==> src/rtl/qsb_pkg.sv <==
package qsb_pkg;

  typedef enum logic {
    BANK_A = 1'b0,
    BANK_B = 1'b1
  } qsb_bank_e;

  typedef enum logic {
    MODE_BUFFERED = 1'b0,
    MODE_DIRECT   = 1'b1
  } qsb_mode_e;

endpackage

==> src/rtl/qsb_host_sync.sv <==
module qsb_host_sync #(
  parameter int STAGES = 2
) (
  input  logic clk,
  input  logic rst,
  input  logic host_clk,
  output logic step
);
  localparam int DEPTH = STAGES + 1;

  logic [DEPTH-1:0] chain;

  always_ff @(posedge clk) begin
    if (rst) chain <= '0;
    else     chain <= {chain[DEPTH-2:0], host_clk};
  end

  assign step = chain[STAGES-1] & ~chain[STAGES];


  single_step_chk: assert property (@(posedge clk) disable iff (rst)
    step |=> !step);

endmodule

==> src/rtl/qsb_bank_ctrl.sv <==
module qsb_bank_ctrl
  import qsb_pkg::*;
#(
  parameter int NIBBLES = 20
) (
  input  logic clk,
  input  logic rst,
  input  logic q_valid,
  input  logic q_bit,
  input  logic sync_flag,
  input  logic crc_ok,
  input  logic host_step,
  output logic rd_bit
);
  localparam int WORD = NIBBLES * 4;
  localparam int PW   = $clog2(WORD + 1);
  localparam logic [PW-1:0] FULL = PW'(WORD);

  logic [1:0][WORD-1:0] banks;
  qsb_bank_e            wr_sel;
  logic [PW-1:0]        wr_ptr, rd_ptr;
  logic                 pend, sync_d, good_d;

  logic          good, good_rise, sync_rise, busy, take, wr_en;
  logic [PW-1:0] wr_addr;

  assign good      = sync_flag & crc_ok;
  assign good_rise = good & ~good_d;
  assign sync_rise = sync_flag & ~sync_d;
  assign busy      = (rd_ptr != '0) && (rd_ptr != FULL);
  assign take      = (good_rise | pend) & ~busy;
  assign wr_en     = q_valid && (wr_ptr != FULL) && !pend;
  // reverse bit order inside each nibble
  assign wr_addr   = {wr_ptr[PW-1:2], ~wr_ptr[1:0]};

  always_ff @(posedge clk) begin
    if (rst) begin
      banks  <= '0;
      wr_sel <= BANK_A;
      wr_ptr <= '0;
      rd_ptr <= FULL;
      pend   <= 1'b0;
      sync_d <= 1'b0;
      good_d <= 1'b0;
    end else begin
      sync_d <= sync_flag;
      good_d <= good;
      if (take) begin
        wr_sel <= (wr_sel == BANK_A) ? BANK_B : BANK_A;
        rd_ptr <= '0;
        pend   <= 1'b0;
        // a deferred swap leaves the write bank idle until the next sync
        wr_ptr <= pend ? FULL : '0;
      end else begin
        if (good_rise) begin
          pend <= 1'b1;
        end else if (sync_rise && !pend) begin
          wr_ptr <= '0;
        end else if (wr_en) begin
          banks[wr_sel == BANK_B][wr_addr] <= q_bit;
          wr_ptr <= wr_ptr + 1'b1;
        end
        if (host_step && rd_ptr != FULL) rd_ptr <= rd_ptr + 1'b1;
      end
    end
  end

  assign rd_bit = (rd_ptr != FULL) ? banks[wr_sel == BANK_A][rd_ptr] : 1'b0;


  rd_range_chk: assert property (@(posedge clk) disable iff (rst)
    rd_ptr <= FULL);


  rd_advance_chk: assert property (@(posedge clk) disable iff (rst)
    (rd_ptr != $past(rd_ptr) && rd_ptr != '0) |-> $past(host_step));


  no_swap_busy_chk: assert property (@(posedge clk) disable iff (rst)
    (wr_sel != $past(wr_sel)) |-> ($past(rd_ptr) == '0 || $past(rd_ptr) == FULL));


  swap_needs_crc_chk: assert property (@(posedge clk) disable iff (rst)
    (wr_sel != $past(wr_sel)) |-> ($past(crc_ok) || $past(pend)));


  swap_restart_chk: assert property (@(posedge clk) disable iff (rst)
    (wr_sel != $past(wr_sel)) |-> (rd_ptr == '0));

endmodule

==> src/rtl/qsb_direct.sv <==
module qsb_direct (
  input  logic clk,
  input  logic rst,
  input  logic en,
  input  logic q_valid,
  input  logic q_bit,
  output logic d_bit,
  output logic strobe
);
  logic latched;

  always_ff @(posedge clk) begin
    if (rst) begin
      d_bit   <= 1'b0;
      latched <= 1'b0;
      strobe  <= 1'b0;
    end else begin
      latched <= en & q_valid;
      strobe  <= latched;
      if (en && q_valid) d_bit <= q_bit;
    end
  end


  strobe_origin_chk: assert property (@(posedge clk) disable iff (rst)
    strobe |-> $past(en && q_valid, 2));

endmodule

==> src/rtl/qsub_buffer.sv <==
module qsub_buffer
  import qsb_pkg::*;
#(
  parameter int NIBBLES     = 20,
  parameter int SYNC_STAGES = 2
) (
  input  logic clk,
  input  logic rst,
  input  logic mode_direct,
  input  logic q_valid,
  input  logic q_bit,
  input  logic sync_flag,
  input  logic crc_ok,
  input  logic host_clk,
  output logic q_out,
  output logic strobe_out
);
  qsb_mode_e mode;
  logic      host_step, rd_bit, d_bit, d_strobe;

  assign mode = qsb_mode_e'(mode_direct);

  qsb_host_sync #(.STAGES(SYNC_STAGES)) u_sync (
    .clk(clk), .rst(rst), .host_clk(host_clk), .step(host_step)
  );

  qsb_bank_ctrl #(.NIBBLES(NIBBLES)) u_banks (
    .clk(clk), .rst(rst), .q_valid(q_valid), .q_bit(q_bit),
    .sync_flag(sync_flag), .crc_ok(crc_ok), .host_step(host_step),
    .rd_bit(rd_bit)
  );

  qsb_direct u_direct (
    .clk(clk), .rst(rst), .en(mode == MODE_DIRECT), .q_valid(q_valid),
    .q_bit(q_bit), .d_bit(d_bit), .strobe(d_strobe)
  );

  assign q_out      = (mode == MODE_DIRECT) ? d_bit : rd_bit;
  assign strobe_out = (mode == MODE_DIRECT) ? d_strobe : 1'b0;


  strobe_mode_chk: assert property (@(posedge clk) disable iff (rst)
    strobe_out |-> mode_direct);

endmodule

==> config.mk <==
export PLATFORM = sky130hd
export DESIGN_NAME = qsub_buffer
export DESIGN_NICKNAME = d
export VERILOG_FILES = /design/src/rtl/qsb_pkg.sv /design/src/rtl/qsb_host_sync.sv /design/src/rtl/qsb_bank_ctrl.sv /design/src/rtl/qsb_direct.sv /design/src/rtl/qsub_buffer.sv
export SDC_FILE = /design/constraint.sdc
export NUM_CORES = 1
export LEC_CHECK = 0
export BUFFER_PORTS_ARGS = -buffer_cell sky130_fd_sc_hd__buf_4
export CAP_MARGIN = 20
export CORE_MARGIN = 2
export CORE_UTILIZATION = 33
export DETAILED_ROUTE_END_ITERATION = 12
export SLEW_MARGIN = 0
export SYNTH_ARGS = -nofsm -noshare
export SYNTH_HDL_FRONTEND = slang
export SYNTH_SLANG_ARGS = --single-unit
==> constraint.sdc <==
create_clock -name clk -period 6.2 [get_ports clk]
set_input_delay 1.24 -clock clk [delete_from_list [all_inputs] [get_ports clk]]
set_output_delay 1.24 -clock clk [all_outputs]
set_load 0.01 [all_outputs]
==> results of run 1 <==
==> flip-flops by register name, indices dropped and copies added, names as in the netlist <==
name	flops
u_direct.d_bit	1
u_banks.rd_ptr	7
u_banks.good_d	1
u_banks.pend	1
u_direct.latched	1
u_sync.chain	3
u_banks.sync_d	1
u_banks.wr_sel	1
u_banks.banks	160
u_banks.wr_ptr	7
u_direct.strobe	1
==> cell usage in the layout (no fill, tap or decap), drive strengths merged, types with 5 or more instances in the layout <==
cell type and instances:
mux2i 77, and3 9, nand2 127, nand3 71, mux4 43, xnor2 6, nor2b 10, nor2 136
inv 13, xor2 5, nor3 13, nand4 5, buf 29, dfxtp 184, nand2b 6, o21ai 95
clkbuf 19, a21oi 97
==> worst max-delay path, delay by kind of cell, from the launching register on <==
family                 cells  cell delay, ns
DFF                        1            0.88
muxes                      2            0.74
AOI/OAI and AO/OA          4            0.83
buffers and inverters      2            0.66
and+or+nand+nor            1            0.07
==> power by group <==
| part | internal (mW) | switching (mW) | total, mW |
|---|---|---|---|
| Clock | 0.627 | 0.512 | 1.14 |
| Sequential | 1.19 | 0.0308 | 1.22 |
| Combinational | 0.0560 | 0.107 | 0.163 |
| Total | 1.87 | 0.650 | 2.52 |
==> through the flow <==
stage / total power, mW / util
after floorplan: 1.37 / -
after global placement: 1.41 / 0.344
after detailed placement: 1.41 / 0.344
after CTS: 2.53 / 0.367
after global routing: 2.59 / 0.368
final: 2.52 / 0.368
==> worst max-delay path by stage <==
stage                      start    end  slack, ns  cells past startpoint
6_report       u_banks.rd_ptr[0]  q_out       1.32                      9
3_3_place_gp   u_banks.rd_ptr[0]  q_out       1.84                      9
5_1_grt        u_banks.rd_ptr[0]  q_out       1.07                      9
3_5_place_dp   u_banks.rd_ptr[0]  q_out       1.79                      9
4_1_cts        u_banks.rd_ptr[0]  q_out       1.30                      9
2_1_floorplan  u_banks.rd_ptr[0]  q_out       2.70                      7
==> synthesized netlist by cell type, types with 2 or more instances <==
cell,n
nand2b_1,6
and3_1,9
nor2b_1,10
nand3_1,71
a211oi_1,3
dfxtp_1,184
xor2_1,5
o21bai_1,3
mux4_1,10
or2_2,3
mux4_2,30
inv_1,7
nor4b_1,2
nor3_1,7
ha_1,4
or3_1,4
clkbuf_1,80
nor4_2,2
o311ai_0,2
o211ai_1,2
buf_2,2
buf_6,10
o21ai_0,95
o41ai_1,2
nand2_1,127
mux2i_1,77
nor3_2,6
o22ai_1,2
nor2_1,136
mux4_4,3
buf_1,3
nand4_1,5
mux2_2,4
and2_1,3
nor3b_1,3
nand3b_1,2
xnor2_1,6
a21oi_1,97
==> cell families (layout without fill, tap and decap cells) <==
family / count (synthesis) / after routing / synth area share
flops: 184 / 184 / 0.406
fa+ha+maj: 4 / 4 / 0.00552
buf+inv: 103 / 68 / 0.0524
xor+xnor: 11 / 11 / 0.0106
compound gates: 213 / 213 / 0.125
simple gates: 400 / 400 / 0.199
mux: 124 / 124 / 0.202
==> layout make-up <==
cell class                      instances  area (sq um)
Fill cell                            2699         17000
Multi-Input combinational cell        752          4930
Sequential cell                       184          3690
Clock buffer                           19           453
Tap cell                              341           427
Timing Repair Buffer                   29           225
Clock inverter                         13           156
Inverter                                7          26.3
==> per-layer routing <==
layer	routed length, microns	share of wire	track usage
met1	12400	0.47	0.268
met2	11600	0.44	0.276
met5	0	0	0
met4	824	0.031	0.0792
met3	1560	0.059	0.0295
==> reports/metrics.yaml, run 1 <==
clocking:
  cts_buffers: 17
  cts_hold_buffers: 0
  cts_root_buffer: "clkbuf_16"
  cts.sinks: 184
  clk_pin_slew_ns: 0.07
  h-tree-depth: 4
  insertion_delay_ns: 0.45
  cts_tree: "done"
  cts_setup_buffers: 0
  cts_max_path_buffers: 2
  cts-resized-gates: 0
worst_setup_path:
  r2r-end: "u_banks.banks[7]"
  r2r_cells: 8
  cp_slowest_cell: "dfxtp_2"
  crit_chain: "buf_4, mux4_2, mux2i_1, o21ai_0, a211oi_1, nor2_1, o31ai_1, a21oi_1, buf_4"
  cp-start-kind: "flip-flop"
  path_max_fanout: 26
  crit_path_frequent_cell: "buf_4"
  critPathCaptureType: "output port"
  r2r-start: "u_banks.wr_ptr[0]"
  crit_type: "reg2out"
  crit_required_ns: 4.96
  arrival_ns: 3.64
  slowest_delay_ns: 0.88
  r2r_setup_slack_ns: 3.04
floorplanning:
  die_h_microns: 170
  die_width_microns: 170
  rows: 60
  dieArea_sq_mm: 0.0288
  initial_core_util: 0.337
  core-area_sq_mm: 0.0270
  ios: 10
timing:
  worst_pin_slew_ns: 1.13
  period_share: 0.787
  max_slew_margin: 0.242
  rsz0062_at_grt: "no"
  period_minus_slack_ns: 4.88
  fin_setup_tns_ns: 0
  setup_violations: 0
  hold_slack_ns: 0.445
  maxSlewViolCount: 0
  finalWorstSetupSlack_ns: 1.32
  finalHoldViolCount: 0
  max_freq_mhz: 205
  skew_ns: 0.0110
global_route:
  grt_overflow_total: 0
  grt_max_degree: 109
  antenna_found_initial: 0
  grt_usage: 0.186
  grt_pass1_vias: 6879
  grt_pass1_wl_mm: 41.0
power:
  p_leak_nw: 3.68
  power_density_mw_per_mm2: 255
  peakVddDrop_mv: 0.201
drt:
  dr.first_iter.drc_count: 741
  final_antenna_net_count: 0
  drt_wl_total_mm: 26.4
  avgRoutedWirePerCell_microns: 19.6
  via_count: 7563
  post-route-drc-count: 0
  dr.pass1.iters: 5
  avgViaCountPerCell: 5.62
synth:
  syn_area_sq_mm: 0.00907
  synth_top_area_cell: "dfxtp_1"
  synth_flop_cell: "dfxtp_1"
  ys_warn_count: 0
  syn_area_per_cell_sq_um: 8.73
  synthTopCellsByArea: "dfxtp_1, mux2i_1, mux4_2"
  async_flop_share: 0
  synth-seq-cells: 184
  synth.net_count: 1051
  synth.distinct_cells: 50
  yosysTopAreaCellShare: 0.406
  syn_inst: 1039
  synth_edf_count: 0
  ys_seq_area_frac: 0.406
cells_and_area:
  finalNonFillerCells: 1345
  drive_gt1_frac: 0.115
  final_design_area_no_fill_sq_mm: 0.00991
  fin_nets: 1003
  area_growth_pct: 9.20
  diodes: 0
place:
  placed_cell_area_sq_mm: 0.00928
  pre_cts_ws_ns: 1.79
  place_hpwl_mm: 16.0
  io_buffer_count: 9
  gp_congestion: 0.840
  place_inst: 1312
hold_path:
  min_to: "u_direct.strobe"
  hold_start: "u_direct.latched"
  hold_depth: 1
  hp-class: "reg2reg"
job:
  cap_viol_max_count: 0
outcome:
  status: "complete, no violations"
No activity file was read; power rests on OpenSTA's default activity.
==> inputs of run 2 (changes only) <==
==> constraint.sdc (replaced) <==
create_clock -name clk -period 4.7 [get_ports clk]
set_input_delay 0.94 -clock clk [delete_from_list [all_inputs] [get_ports clk]]
set_output_delay 0.94 -clock clk [all_outputs]
set_load 0.01 [all_outputs]
==> reports/metrics.yaml, run 2 (same netlist as run 1, synthesis figures left out) <==
outcome:
  status: "complete, no violations"  # unchanged
worst_setup_path:
  cp_slowest_cell: "mux4_4"  # was dfxtp_2
  cp-start-kind: "flip-flop"  # unchanged
  crit_chain: "mux4_4, mux4_2, mux2i_1, nor4b_1, a2111oi_2, a21oi_1, buf_4"  # was buf_4, mux4_2, mux2i_1, o21ai_0, a211oi_1, nor2_1, o31ai_1, a21oi_1, buf_4
  path_max_fanout: 22  # was 26
  crit_type: "reg2out"  # unchanged
  slowest_delay_ns: 0.69  # was 0.88 ns
  crit_family: "multiplexers"  # was flip-flops
  arrival_ns: 3.31  # was 3.64 ns
  critPathBufInv: 1  # was 2
  crit_required_ns: 3.76  # was 4.96 ns
  critPathCaptureType: "output port"  # unchanged
timing:
  setup_violations: 0  # unchanged
  finalHoldViolCount: 0  # unchanged
  worst_pin_slew_ns: 0.996  # was 1.13 ns
  max_slew_margin: 0.333  # was 0.242
  fin_setup_tns_ns: 0  # unchanged
  maxSlewViolCount: 0  # unchanged
  finalWorstSetupSlack_ns: 0.451  # was 1.32 ns
  max_freq_mhz: 235
  period_share: 0.904
  skew_ns: 0.00565  # was 0.0110 ns
  rsz0062_at_grt: "no"  # unchanged
  period_minus_slack_ns: 4.25
clocking:
  cts_max_path_buffers: 2  # unchanged
  insertion_delay_ns: 0.44  # was 0.45 ns
  cts.sinks: 184  # unchanged
  cts_setup_buffers: 0  # unchanged
  clk_pin_slew_ns: 0.07  # about the same
  cts-resized-gates: 0  # unchanged
  cts_hold_buffers: 0  # unchanged
  cts_tree: "done"  # unchanged
  cts_root_buffer: "clkbuf_16"  # unchanged
  cts_buffers: 17  # unchanged
  h-tree-depth: 4  # unchanged
floorplanning:
  initial_core_util: 0.337  # unchanged
  rows: 60  # unchanged
  ios: 10  # unchanged
  dieArea_sq_mm: 0.0288  # unchanged
  core-area_sq_mm: 0.0270  # unchanged
  die_width_microns: 170  # unchanged
  die_h_microns: 170  # unchanged
job:
  cap_viol_max_count: 0  # unchanged
drt:
  dr.first_iter.drc_count: 854  # was 741
  avgRoutedWirePerCell_microns: 20.0  # was 19.6 microns
  dr.pass1.iters: 4  # was 5
  post-route-drc-count: 0  # unchanged
  drt_wl_total_mm: 27.0  # was 26.4 mm
  avgViaCountPerCell: 5.67  # was 5.62
  final_antenna_net_count: 0  # unchanged
  via_count: 7662  # was 7563
cells_and_area:
  diodes: 0  # unchanged
  reg.largest.list: "u_banks.banks x160, u_banks.rd_ptr x7, u_banks.wr_ptr x7"  # unchanged
  fillers: 2699  # unchanged
  largest_reg_flops: 160  # unchanged
  layout_common_cells: "dfxtp_1, nor2_1, nand2_1, a21oi_1, o21ai_0"  # unchanged
  layout_commonest_cell: "dfxtp_1"  # unchanged
  fin_nets: 1010  # was 1003
  finish.utilization: 0.368  # about the same
  area_growth_pct: 9.31  # was 9.20%
  final_design_area_no_fill_sq_mm: 0.00992  # was 0.00991 sq mm
  largest_register: "u_banks.banks"  # unchanged
  drive_gt1_frac: 0.119  # was 0.115
  multi_input_area_sq_mm: 0.00492  # was 0.00493 sq mm
  final-seq-area_sq_mm: 0.00369  # about the same
power:
  pwr-share-seq: 0.497  # was 0.484
  finalPower_mw: 3.24  # was 2.52 mW
  p_leak_nw: 3.70  # was 3.68 nW
  p_clk_frac: 0.433  # was 0.451
  p_int_mw: 2.40  # was 1.87 mW
  sw_frac_of_total: 0.260  # was 0.258
  p_switching_mw: 0.840  # was 0.650 mW
  peakVddDrop_mv: 0.209  # was 0.201 mV
  power_density_mw_per_mm2: 326  # was 255 mW/mm^2
  comb_power_share: 0.070  # was 0.065
global_route:
  antenna_found_initial: 0  # unchanged
  grt_pass1_vias: 6888  # was 6879
  grt_pass1_wl_mm: 41.5  # was 41.0 mm
  grt_usage: 0.190  # was 0.186
  grt_overflow_total: 0  # unchanged
  grt_max_degree: 94  # was 109
place:
  io_buffer_count: 9  # unchanged
  placed_cell_area_sq_mm: 0.00935  # was 0.00928 sq mm
  pre_cts_ws_ns: 0.716  # was 1.79 ns
  place_hpwl_mm: 16.1  # was 16.0 mm
  gp_congestion: 0.831  # was 0.840
hold_path:
  hp-class: "reg2reg"  # unchanged
## run 2: cell types whose count changed in the layout (fill, tap and decap cells not counted), sizes merged
cell | before | now
buf | 29 | 36
bufinv | 2 | 1
clkbuf | 19 | 18
clkinv | 3 | 6
inv | 13 | 11
## run 2: layout make-up
class	instances	area share
multi-input cells	752	0.496
repair buffers	36	0.0298
flip-flops and latches	184	0.372
clock inverters	13	0.0122
well taps	341	0.0430
inverters	7	0.00265
clock buffers	18	0.0443
## run 2: through the flow
stage / std cells / hold WS (ns)
after CTS: 1350 / 0.448
final: 1351 / 0.443
after detailed placement: 1319 / 0.424
after global placement: 1319 / 0.425
after floorplan: 1039 / 0.414
after global routing: 1351 / 0.465
## run 2: worst reg2reg max path: cells and delay by family (launching register included)
| kind | cells | cell delay, ns |
|---|---|---|
| flip-flops | 1 | 0.94 |
| AO/OA/AOI/OAI | 1 | 0.27 |
| multiplexers | 1 | 0.19 |
| AND/OR/NAND/NOR | 4 | 1.52 |
## run 2: power groups by stage
| stage | sequential, mW | clock, mW | combinational [mW] |
|---|---|---|---|
| after floorplan | 1.61 | 0 | 0.194 |
| after global placement | 1.64 | 0 | 0.221 |
| after detailed placement | 1.64 | 0 | 0.223 |
| after CTS | 1.61 | 1.41 | 0.224 |
| after global routing | 1.61 | 1.48 | 0.245 |
| final | 1.61 | 1.40 | 0.227 |
## run 2: layer usage
layer  routed length, microns  global-route usage  part of all wire  vias up
met5                        0                   0                 0        -
met4                      839              0.0769             0.031        0
met3                     2090              0.0351             0.077       64
met2                    12100               0.290              0.45      303
met1                    12000               0.267              0.44     3738
li1                         -                   -                 -     3557
## run 2: path summary, 6_finish.rpt
kind | to | slack (ns) | cells past startpoint | start
worst max-delay path | q_out | 0.45 | 7 | u_banks.rd_ptr[0]
worst min-delay path | u_direct.strobe | 0.44 | 1 | u_direct.latched
worst max register to register | u_banks.banks[54] | 1.64 | 6 | u_banks.wr_ptr[2]
worst min register to register | u_direct.strobe | 0.44 | 1 | u_direct.latched
